### src/rtl/spi_dualcs_ctrl.sv
module spi_dualcs_ctrl (
  input  logic       clk,
  input  logic       rst_n,
  input  logic       reg_we,
  input  logic [1:0] reg_addr,
  input  logic [7:0] reg_wdata,
  output logic [7:0] reg_rdata,
  output logic       sck,
  output logic       mosi,
  input  logic       miso,
  output logic [1:0] cs_n
);
  localparam logic [1:0] A_CFG = 2'd0, A_FRM = 2'd1, A_DAT = 2'd2, A_CMD = 2'd3;

  logic [4:0] cfg;
  logic [4:0] frm;
  logic [7:0] dat;
  logic       cpol, cpha, rd_sel, blk;
  logic [2:0] div_sel, wsel;
  assign {cpol, cpha, div_sel} = cfg;
  assign {wsel, rd_sel, blk}   = frm;

  logic       run, pend, pend_cs, sel, cs_act, endreq, half, frame_rd;
  logic       sck_r, mosi_r;
  logic [2:0] cnt;
  logic [3:0] left;
  logic [7:0] txs, rxs;

  logic busy;
  assign busy = run | pend;

  logic cmd_wr, go0, go1, go, go_cs, tick, last;
  logic launch_now, launch_pend, launch, launch_cs;
  logic [3:0] nbits;
  logic [7:0] rx_next, tx_load;

  assign cmd_wr      = reg_we && (reg_addr == A_CMD);
  assign go0         = cmd_wr && reg_wdata[4];
  assign go1         = cmd_wr && reg_wdata[3];
  assign go          = go0 | go1;
  assign go_cs       = !go0;
  assign tick        = run && (cnt == div_sel);
  assign last        = tick && half && (left == 4'd1);
  assign rx_next     = {rxs[6:0], miso};
  assign nbits       = (wsel == 3'd0) ? 4'd8 : {1'b0, wsel};
  assign launch_now  = go && !busy;
  assign launch_pend = pend && (!run || last);
  assign launch      = launch_now | launch_pend;
  assign launch_cs   = launch_pend ? pend_cs : go_cs;
  assign tx_load     = rd_sel ? 8'h00 : (dat << (4'd8 - nbits));

  always_ff @(posedge clk or negedge rst_n) begin
    if (!rst_n) begin
      cfg      <= '0;
      frm      <= '0;
      dat      <= '0;
      run      <= 1'b0;
      pend     <= 1'b0;
      pend_cs  <= 1'b0;
      sel      <= 1'b0;
      cs_act   <= 1'b0;
      endreq   <= 1'b0;
      half     <= 1'b0;
      frame_rd <= 1'b0;
      sck_r    <= 1'b0;
      mosi_r   <= 1'b0;
      cnt      <= '0;
      left     <= '0;
      txs      <= '0;
      rxs      <= '0;
    end else begin
      if (reg_we && reg_addr == A_CFG) cfg <= reg_wdata[6:2];
      if (reg_we && reg_addr == A_FRM) frm <= reg_wdata[5:1];
      if (reg_we && reg_addr == A_DAT) dat <= reg_wdata;

      if (cmd_wr) begin
        if (reg_wdata[1] && endreq && !busy && !go) begin
          cs_act <= 1'b0;
          endreq <= 1'b0;
        end else if (reg_wdata[5]) begin
          endreq <= 1'b1;
        end
      end

      if (tick) begin
        cnt  <= '0;
        half <= ~half;
        if (!half) begin
          sck_r <= ~cpol;
          if (!cpha) rxs <= rx_next;
          else begin
            mosi_r <= txs[7];
            txs    <= {txs[6:0], 1'b0};
          end
        end else begin
          sck_r <= cpol;
          left  <= left - 4'd1;
          if (cpha) rxs <= rx_next;
          else begin
            mosi_r <= txs[7];
            txs    <= {txs[6:0], 1'b0};
          end
          if (left == 4'd1) begin
            run <= 1'b0;
            if (frame_rd) dat <= cpha ? rx_next : rxs;
          end
        end
      end else if (run) begin
        cnt <= cnt + 3'd1;
      end

      if (go && busy && blk && !pend) begin
        pend    <= 1'b1;
        pend_cs <= go_cs;
      end

      if (launch) begin
        run      <= 1'b1;
        cnt      <= '0;
        half     <= 1'b0;
        left     <= nbits;
        sck_r    <= cpol;
        frame_rd <= rd_sel;
        rxs      <= '0;
        mosi_r   <= tx_load[7];
        txs      <= cpha ? tx_load : {tx_load[6:0], 1'b0};
        sel      <= launch_cs;
        cs_act   <= 1'b1;
        if (launch_pend) pend <= 1'b0;
      end
    end
  end

  assign sck  = run ? sck_r : cpol;
  assign mosi = mosi_r;
  assign cs_n = !cs_act ? 2'b11 : (sel ? 2'b01 : 2'b10);

  always_comb begin
    case (reg_addr)
      A_CFG:   reg_rdata = {1'b0, cfg, 2'b00};
      A_FRM:   reg_rdata = {2'b00, frm, 1'b0};
      A_DAT:   reg_rdata = dat;
      default: reg_rdata = {2'b00, endreq, cs_act & !sel, cs_act & sel, 2'b00, busy};
    endcase
  end
endmodule

### config.mk
export PLATFORM = sky130hd
export DESIGN_NAME = spi_dualcs_ctrl
export DESIGN_NICKNAME = d
export VERILOG_FILES = /design/src/rtl/spi_dualcs_ctrl.sv
export SDC_FILE = /design/constraint.sdc
export NUM_CORES = 1
export LEC_CHECK = 0
export BUFFER_PORTS_ARGS = -buffer_cell sky130_fd_sc_hd__buf_2
export CAP_MARGIN = 10
export CORE_ASPECT_RATIO = 1.75
export CORE_MARGIN = 1
export CORE_UTILIZATION = 55
export DETAILED_ROUTE_END_ITERATION = 7
export PLACE_DENSITY = 0.74
export SLEW_MARGIN = 10
export SYNTH_ARGS = -nofsm -noshare
export SYNTH_HDL_FRONTEND = slang
export SYNTH_SLANG_ARGS = --single-unit
export TNS_END_PERCENT = 1
### constraint.sdc
create_clock -name clk -period 3.2 [get_ports clk]
set_clock_uncertainty 0.2 [all_clocks]
set_input_delay 0.48 -clock clk [delete_from_list [all_inputs] [get_ports clk]]
set_output_delay 0.48 -clock clk [all_outputs]
set_load 0.02 [all_outputs]
==> metrics.csv, run 1 <==
metric,value,unit
min_path_cells,3,
finalWeightedCongestion,0.8413,
drt-initial-drc-count,58,
crit_path_cell_trace,inv_1 -> ha_1 -> xnor2_1 -> mux4_2 -> a221oi_2 -> a21oi_1,
io_buffer_count,25,
ys_top_cells_by_count,"dfrtp_1, mux2i_1, nand2_1",
post_layout_nonfiller_instances,394,
max_slew_margin,0.4923,
tritoncts,yes,
postSynth.asyncResetShare,1.000,
placedCellCount,386,
yosys_warnings,0,
max_slew.worst_pin.slew,759.9,ps
synth_nets,319,
cp.required,3160,ps
first_global_vias,2234,
worst_r2r_setup_slack,600,ps
timing.rr.start,frm[2]$_DFFE_PN0P_,
post_syn_instances,301,
worst_hold_path.endpoint,rxs[0]$_DFFE_PN0P_,
number_of_synthesized_register_bits,51,
critical-path-top-delay-family,flip-flops,
antenna-diode-count,0,
htree_num_levels,2,
die_w,58.07,um
internal_power,0.001471,W
crit_path_max_fanout,13,
finalNetCount,338,
end_kind,flop,
power.share.clock,0.146,
ys_top_cells_by_area,"dfrtp_1, mux2i_1, mux2_2",
vdd.ir_drop.worst,0.4742,mV
netlist-cell-type-count,49,
gr-total-overflow,0,
power.static_leakage,1.454,nW
post_cts.resized_instances,0,
power.density_cell_area,751.8,nW/um^2
postRouteWirelength,6.436,mm
drive_gt1_frac,0.1969,
timing.final.crit_share,0.8120,
floorplan.initialDensity,0.5710,
slew_viol_final,0,
yosysMostFrequentCell,dfrtp_1,
synth_top_area_share,0.4218,
max_stage_delay,610,ps
power.switching,0.0009938,W
track_usage,0.2464,
clk_tree_root_cell,clkbuf_8,
worst-setup-path-type,reg2reg,
clock.fmax,384.9,MHz
power_frac_seq,0.433,
post_cts.repair.setup_buffers,0,
io_pins,26,
mappedNetlistArea,3025,sq um
multi_input_comb_area,1633,sq um
row_count,35,
core_area,5299,sq um
synth_largest_area_cell,dfrtp_1,
crit_reg_reg_endpoint,txs[6]$_DFFE_PN0P_,
num-fill-cells,456,
seq_area_frac_synth,0.4218,
finalHoldWorstSlack,239.8,ps
setup_tns,0,ps
drt_pass1_iterations,7,
detail_route.vias_per_cell,5.898,
startpoint_type,flop,
detail_route.drc_violations,2,
critPathArrivalTime,2560,ps
critical_path.slowest_cell,dfrtp_1,
cts_buf_count,5,
worstHoldStart,miso,
dp_hpwl,4.854,mm
die_height,100.1,um
ctsLongestPathBuffers,2,
global_route_wire_length_before_repair,10.84,mm
hold_path.class,in2reg,
grt_setup_unrepaired,no,
antenna_left,0,
max_capacitance_violation_count,0,
setup_viol,0,
combPwrFrac,0.421,
grt_antenna_before_repair,0,
status,finished with violations,
finalHoldViolations,0,
layout-area-overhead-vs-synth,8.396,%
grt_max_degree,28,
final_core_util,0.6189,
post_cts_hold_buffer_count,1,
ff_latch_area,1276,sq um
clk_pin_slew,90,ps
fp.dieArea,5813,sq um
violated_checks,DRC,
synth-main-ff-cell,dfrtp_1,
post-route-min-period,2598,ps
wl_per_cell,16.34,um
cts.sinks,51,
worstSkewPairLatency,300,ps
synth_enable_flop_cells,0,
routed-via-count,2324,
netSwitchingFraction,0.4031,
critPathBufInv,1,
rr_worst_depth,6,
mean_instance_size_in_the_synthesized_netlist,10.05,sq um
worst max-delay path by stage:
stage	from	to	slack, ps	cells after the start
2_1_floorplan	frm[2]$_DFFE_PN0P_	txs[7]$_DFFE_PN0P_	820	7
3_3_place_gp	reg_addr[1]	rxs[7]$_DFFE_PN0P_	700	6
3_5_place_dp	frm[2]$_DFFE_PN0P_	txs[7]$_DFFE_PN0P_	630	6
4_1_cts	frm[2]$_DFFE_PN0P_	txs[7]$_DFFE_PN0P_	620	6
5_1_grt	frm[2]$_DFFE_PN0P_	txs[5]$_DFFE_PN0P_	450	7
6_report	frm[2]$_DFFE_PN0P_	txs[6]$_DFFE_PN0P_	600	6
per-stage QoR:
step,instance area (sq um),setup WS (ps),total power (W)
floorplan,3025,823.2,0.001870
global placement,3187,696.6,0.002076
detailed placement,3187,635.0,0.002121
CTS,3279,620.7,0.002478
global route,3279,454.2,0.002644
finish,3279,601.6,0.002465
cell usage in the layout (no fill, tap or decap), types with 10 or more instances in the layout:
cell type,n
a211oi_1,10
a21oi_1,22
buf_2,25
dfrtp_1,51
mux2_2,19
mux2i_1,31
nand2_1,24
nand3_1,11
nor2_1,22
nor2b_1,16
per-layer routing:
| metal | routed length (um) | track usage | vias up |
|---|---|---|---|
| met2 | 3507 | 0.4545 | 49 |
| met4 | 150 | 0.08791 | 0 |
| met5 | 0 | 0 | - |
| met3 | 147 | 0.02835 | 12 |
| met1 | 2631 | 0.2860 | 1138 |
| li1 | - | - | 1125 |
power by group through the flow:
stage	registers, W	logic (W)	clock network (W)
finish	0.00107	0.00104	0.000360
global route	0.00110	0.00117	0.000382
CTS	0.00107	0.00105	0.000365
detailed placement	0.00108	0.00104	0
global placement	0.00107	0.00101	0
floorplan	0.000982	0.000889	0
flip-flops by register name, summed over array words and instances, names as in the netlist:
| signal | cells |
|---|---|
| sck_r | 1 |
| left | 4 |
| txs | 8 |
| mosi | 1 |
| frm | 5 |
| endreq | 1 |
| cs_act | 1 |
| run | 1 |
| sel | 1 |
| half | 1 |
| dat | 8 |
| pend_cs | 1 |
| frame_rd | 1 |
| pend | 1 |
| cfg | 5 |
| cnt | 3 |
| rxs | 8 |
cell families after synthesis:
family / after synthesis / share of synthesized area
buffers and inverters: 25 / 0.03846
muxes: 53 / 0.1969
xor gates and xnor gates: 11 / 0.03184
adders and majority gates: 4 / 0.01654
DFF: 51 / 0.4218
AOI/OAI and AO/OA: 61 / 0.1352
and+or+nand+nor: 96 / 0.1592
worst reg2reg max path: cells and delay by family (launching register included):
kind | cells | cell delay (ps)
flops | 1 | 610
mux | 1 | 600
xor+xnor | 1 | 400
compound gates | 2 | 350
fa+ha+maj | 1 | 220
buf+inv | 1 | 80
area by class of cell:
cell class,instances,area share
Clock inverter,2,0.004197
Timing Repair Buffer,31,0.05265
Inverter,6,0.006868
Tap cell,74,0.02823
Clock buffer,5,0.02098
Sequential cell,51,0.3892
Multi-Input combinational cell,225,0.4979
(Power assumes the default switching activity.)
==> run 2, diff against run 1 <==
--- a/config.mk
+++ b/config.mk
@@ -9,9 +9,9 @@
 export CAP_MARGIN = 10
 export CORE_ASPECT_RATIO = 1.75
 export CORE_MARGIN = 1
-export CORE_UTILIZATION = 55
+export CORE_UTILIZATION = 54
 export DETAILED_ROUTE_END_ITERATION = 7
-export PLACE_DENSITY = 0.74
+export PLACE_DENSITY = 0.76
 export SLEW_MARGIN = 10
 export SYNTH_ARGS = -nofsm -noshare
 export SYNTH_HDL_FRONTEND = slang
==> constraint.sdc (replaced) <==
create_clock -name clk -period 2.2 [get_ports clk]
set_clock_uncertainty 0.2 [all_clocks]
set_input_delay 0.33 -clock clk [delete_from_list [all_inputs] [get_ports clk]]
set_output_delay 0.33 -clock clk [all_outputs]
set_load 0.02 [all_outputs]
==> run 2 against run 1 <==
Compared with the run above:
- the flow now finishes without violations
- final cell count up 4.8%
- register-to-register slack got worse by 520 ps
- worst setup slack got worse by 560 ps
- sequential share of layout area fell by 2.9 points
- sequential power grew 39%
- flip-flop and latch count did not move
- critical path depth shrank 3
==> metrics.csv, run 2 (synthesis gave the netlist of run 1 again) <==
metric,value,unit
die_w,58.58,um
floorplan.initialDensity,0.5663,
io_pins,26,
post_layout_nonfiller_instances,413,
gr-total-overflow,0,
track_usage,0.2562,
grt_max_degree,28,
drt-initial-drc-count,82,
hold_path.class,in2reg,
clk_tree_root_cell,clkbuf_8,
largest_registers,"dat: 8 flops, rxs: 8 flops, txs: 8 flops",
ctsLongestPathBuffers,2,
detailroute.wirelength.met2,3.686,mm
max_slew_margin,0.5559,
layout_common_cells,"dfrtp_1, mux2i_1, buf_2, nand2_1",
detail_route.vias_per_cell,5.826,
io_buffer_count,25,
global_route_wire_length_before_repair,11.38,mm
placedCellCount,404,
grt_antenna_before_repair,0,
postRouteWirelength,6.823,mm
cts.sinks,51,
finalWeightedCongestion,0.8728,
setup_viol,0,
setup_tns,0,ps
startpoint_type,flop,
drt_pass1_iterations,4,
grt_setup_unrepaired,yes,
power.density_cell_area,1121,nW/um^2
timing.final.crit_share,0.9797,
vdd.ir_drop.worst,0.6239,mV
final_common_cell,dfrtp_1,
power.static_leakage,1.579,nW
core_area,5343,sq um
worst-setup-path-type,reg2out,
clk_pin_slew,90,ps
max_capacitance_violation_count,0,
end_kind,primary output,
tritoncts,yes,
post-route-min-period,2155,ps
layout-area-overhead-vs-synth,17.20,%
antenna-diode-count,0,
detail_route.drc_violations,0,
drive_gt1_frac,0.2566,
htree_num_levels,2,
wl_per_cell,16.52,um
dr.max_layer_used,met4,
dr_wl_met3,171,um
status,finished clean,
first_global_vias,2414,
worstSkewPairLatency,310,ps
finalNetCount,356,
antenna_left,0,
die_height,101.0,um
crit_path_max_fanout,4,
fp.dieArea,5917,sq um
detail_route.wirelength.met1,2.698,mm
dp_hpwl,5.140,mm
cp.required,1670,ps
clock.fmax,463.9,MHz
row_count,35,
cts_buf_count,5,
critPathArrivalTime,1630,ps
max_slew.worst_pin.slew,666.1,ps
slew_viol_final,0,
num-fill-cells,451,
routed-via-count,2406,
finalHoldViolations,0,
run 2: final timing paths:
path,start,to,slack [ps],cells after the start
hold reg to reg,cs_act$_DFFE_PN0P_,cs_act$_DFFE_PN0P_,300,2
min in group asynchronous,rst_n,run$_DFFE_PN0P_,370,2
setup reg to reg,frm[2]$_DFFE_PN0P_,txs[6]$_DFFE_PN0P_,80,6
max in group asynchronous,rst_n,frm[3]$_DFFE_PN0P_,850,3
hold / removal,miso,rxs[0]$_DFFE_PN0P_,80,3
setup / recovery,frm[4]$_DFFE_PN0P_,reg_rdata[5],40,3
run 2: report_power, final:
group	total, W	switching [W]	internal (W)
clock	0.000667	0.000324	0.000343
combinational	0.00182	0.000967	0.000855
sequential	0.00149	0.000245	0.00124
run 2: layout make-up:
cell class                 count  area (sq um)  share of cell area
multi-input combinational    225          1677              0.4728
inverter                       6         22.52            0.006351
timing repair buffer          49         361.6              0.1020
clock inverter                 3         46.29             0.01306
sequential                    51          1277              0.3603
clock buffer                   5         68.82             0.01941
tap                           74         92.59             0.02611
run 2: critical path: stages (launching register included):
cell and delay (ps):
dfrtp_2 480, buf_4 170, mux4_1 490, buf_2 180
run 2: what timing repair did:
item                       CTS  global route
gates resized for setup      0             4
setup buffers                0             0
setup endpoints to repair    0            12
hold endpoints to repair    26             0
hold buffers                 1             0
run 2: layer usage:
layer | track usage | up-vias
met5 | 0 | -
met3 | 0.03466 | 24
met4 | 0.1282 | 0
li1 | - | 1154
met2 | 0.4580 | 57
met1 | 0.2906 | 1171
run 2: stage by stage:
stage,utilization,hold slack [ps],total power [W],worst slack [ps],cell area [sq um]
finish,0.6637,84.70,0.003976,44.58,3546
global route,0.6637,92.82,0.004245,0.08415,3546
CTS,0.6597,82.64,0.003969,26.72,3525
detailed placement,0.6363,201.4,0.003284,47.90,3400
global placement,0.6363,181.0,0.003239,109.5,3400
floorplan,-,-165.6,0.002755,6.434,3059
==> run 3, diff against run 2 <==
==> constraint.sdc (replaced) <==
create_clock -name clk -period 1.9 [get_ports clk]
set_clock_uncertainty 0.2 [all_clocks]
set_input_delay 0.285 -clock clk [delete_from_list [all_inputs] [get_ports clk]]
set_output_delay 0.285 -clock clk [all_outputs]
set_load 0.02 [all_outputs]
==> run 3 against run 2 <==
Compared with the run above:
- the flow now finishes with violations (setup timing)
- first-iteration DRC count up 46%
- combinational power up 35%
- core utilization up 5.5 points
- wire length up 5.9%
- via count up 3.0%
- clock power up 19%
- critical path type is now reg2reg
- largest power group unchanged
==> metrics.csv, run 3 (synthesis gave the netlist of run 1 again) <==
metric,value,unit
postRouteWirelength,7.224,mm
gr-total-overflow,0,
layout_common_cells,"dfrtp_1, buf_4, mux2i_1, nand2_1, buf_2",
max_slew.worst_pin.slew,466.4,ps
cts.sinks,51,
ctsLongestPathBuffers,2,
antenna-diode-count,0,
crit_path_cell_trace,inv_4 -> ha_4 -> xnor2_4 -> mux4_2 -> a221oi_2 -> a21oi_1,
critical_path.slowest_cell,mux4_2,
worst-setup-path-type,reg2reg,
crit_path_max_fanout,6,
dp_hpwl,5.310,mm
first_global_vias,2579,
placement.cell_area,3615,sq um
tritoncts,yes,
global_route_wire_length_before_repair,12.03,mm
rr_worst_depth,6,
grt_max_degree,34,
finalNetCount,378,
largest_registers,"dat: 8 flops, rxs: 8 flops, txs: 8 flops",
grt_antenna_before_repair,0,
critPathArrivalTime,2060,ps
worst_r2r_setup_slack,-160,ps
clock.fmax,484.7,MHz
drive_gt1_frac,0.3490,
timing.rr.start,frm[2]$_DFFE_PN0P_,
cts_buf_count,5,
max_slew_margin,0.6891,
clk_pin_slew,100,ps
post-route-min-period,2063,ps
track_usage,0.2718,
wl_per_cell,16.61,um
setup_viol,7,
end_kind,flop,
final_common_cell,dfrtp_1,
final_design_area_no_fill,3841,sq um
finalHoldWorstSlack,27.68,ps
max_capacitance_violation_count,0,
worstSkewPairLatency,310,ps
io_pins,26,
floorplan.initialDensity,0.5663,
finalHoldViolations,0,
hold_path.class,in2reg,
final_core_util,0.7190,
startpoint_type,flop,
cp.required,1900,ps
max_stage_delay,550,ps
row_count,35,
setup_slack,-163.0,ps
layout-area-overhead-vs-synth,26.96,%
die_w,58.58,um
power.static_leakage,1.725,nW
clk_tree_root_cell,clkbuf_8,
finalWeightedCongestion,0.8307,
htree_num_levels,2,
antenna_left,0,
drt_pass1_iterations,4,
worst_setup_path_startpoint,frm[2]$_DFFE_PN0P_,
report.power.total,0.004999,W
die_height,101.0,um
io_buffer_count,25,
setup.worst_path.end,txs[6]$_DFFE_PN0P_,
slew_viol_final,0,
vdd.ir_drop.worst,0.7451,mV
detail_route.drc_violations,0,
dp_worst_setup_slack,-171.9,ps
routed-via-count,2478,
crit_reg_reg_endpoint,txs[6]$_DFFE_PN0P_,
detail_route.vias_per_cell,5.697,
violated_checks,setup timing,
fp.dieArea,5917,sq um
power.density_cell_area,1301,nW/um^2
status,finished with violations,
core_area,5343,sq um
timing.final.crit_share,1.086,
worstHoldStart,reg_wdata[2],
grt_setup_unrepaired,yes,
drt-initial-drc-count,120,
run 3: changes by cell type in the layout (fill, tap and decap cells not counted), moves of 2 or more:
| cell | previous run | this run |
|---|---|---|
| a211oi_1 | 10 | 4 |
| xnor2_2 | 0 | 3 |
| buf_4 | 18 | 36 |
| mux2i_1 | 31 | 29 |
| buf_6 | 1 | 3 |
| buf_12 | 4 | 7 |
| a211oi_2 | 0 | 6 |
| xnor2_1 | 5 | 2 |
| mux2i_2 | 0 | 2 |
run 3: worst min-delay path by stage:
stage / endpoint / slack [ps] / cells after the start
CTS: cfg[0]$_DFFE_PN0P_ / 30 / 2
floorplan: cfg[0]$_DFFE_PN0P_ / -210 / 0
detailed placement: pend$_DFF_PN0_ / 50 / 1
global route: cfg[4]$_DFFE_PN0P_ / 40 / 2
global placement: pend$_DFF_PN0_ / 50 / 1
finish: cfg[0]$_DFFE_PN0P_ / 30 / 2
run 3: final cells by class:
cell class / instances / area, sq um
Multi-Input combinational cell: 225 / 1755
Fill cell: 410 / 1501
Sequential cell: 51 / 1279
Timing Repair Buffer: 71 / 574.3
Tap cell: 74 / 92.59
Clock buffer: 5 / 68.82
Clock inverter: 3 / 46.29
Inverter: 6 / 25.02
run 3: what timing repair did:
item,4_1_cts,5_1_grt
endpoints found under the hold margin,18,0
pin swaps,3,5
hold buffers,1,0
resized for setup,8,15
setup buffers,1,0
setup endpoints to repair,33,27
run 3: per-stage QoR:
step,TNS [ps],std cells
floorplan,-551.0,301
global placement,-760.6,425
detailed placement,-1354,425
CTS,-721.4,435
global route,-1291,435
finish,-712.5,435
run 3: report_power, final:
part	switching (W)	internal, W
combinational	0.00121	0.00125
clock	0.000398	0.000397
sequential	0.000312	0.00144
run 3: critical path: cells and delay by family, from the launching register on:
family,cells,cell delay [ps]
fa+ha+maj,1,190
compound gates,2,320
buf+inv,1,50
mux,1,550
xor+xnor,1,180
flops,1,460
run 3: layer usage:
metal,track usage,part of all wire,vias up
met5,0,0,-
li1,-,-,1200
met3,0.02824,0.018,17
met4,0.1062,0.026,0
met2,0.5022,0.56,45
met1,0.3125,0.39,1216
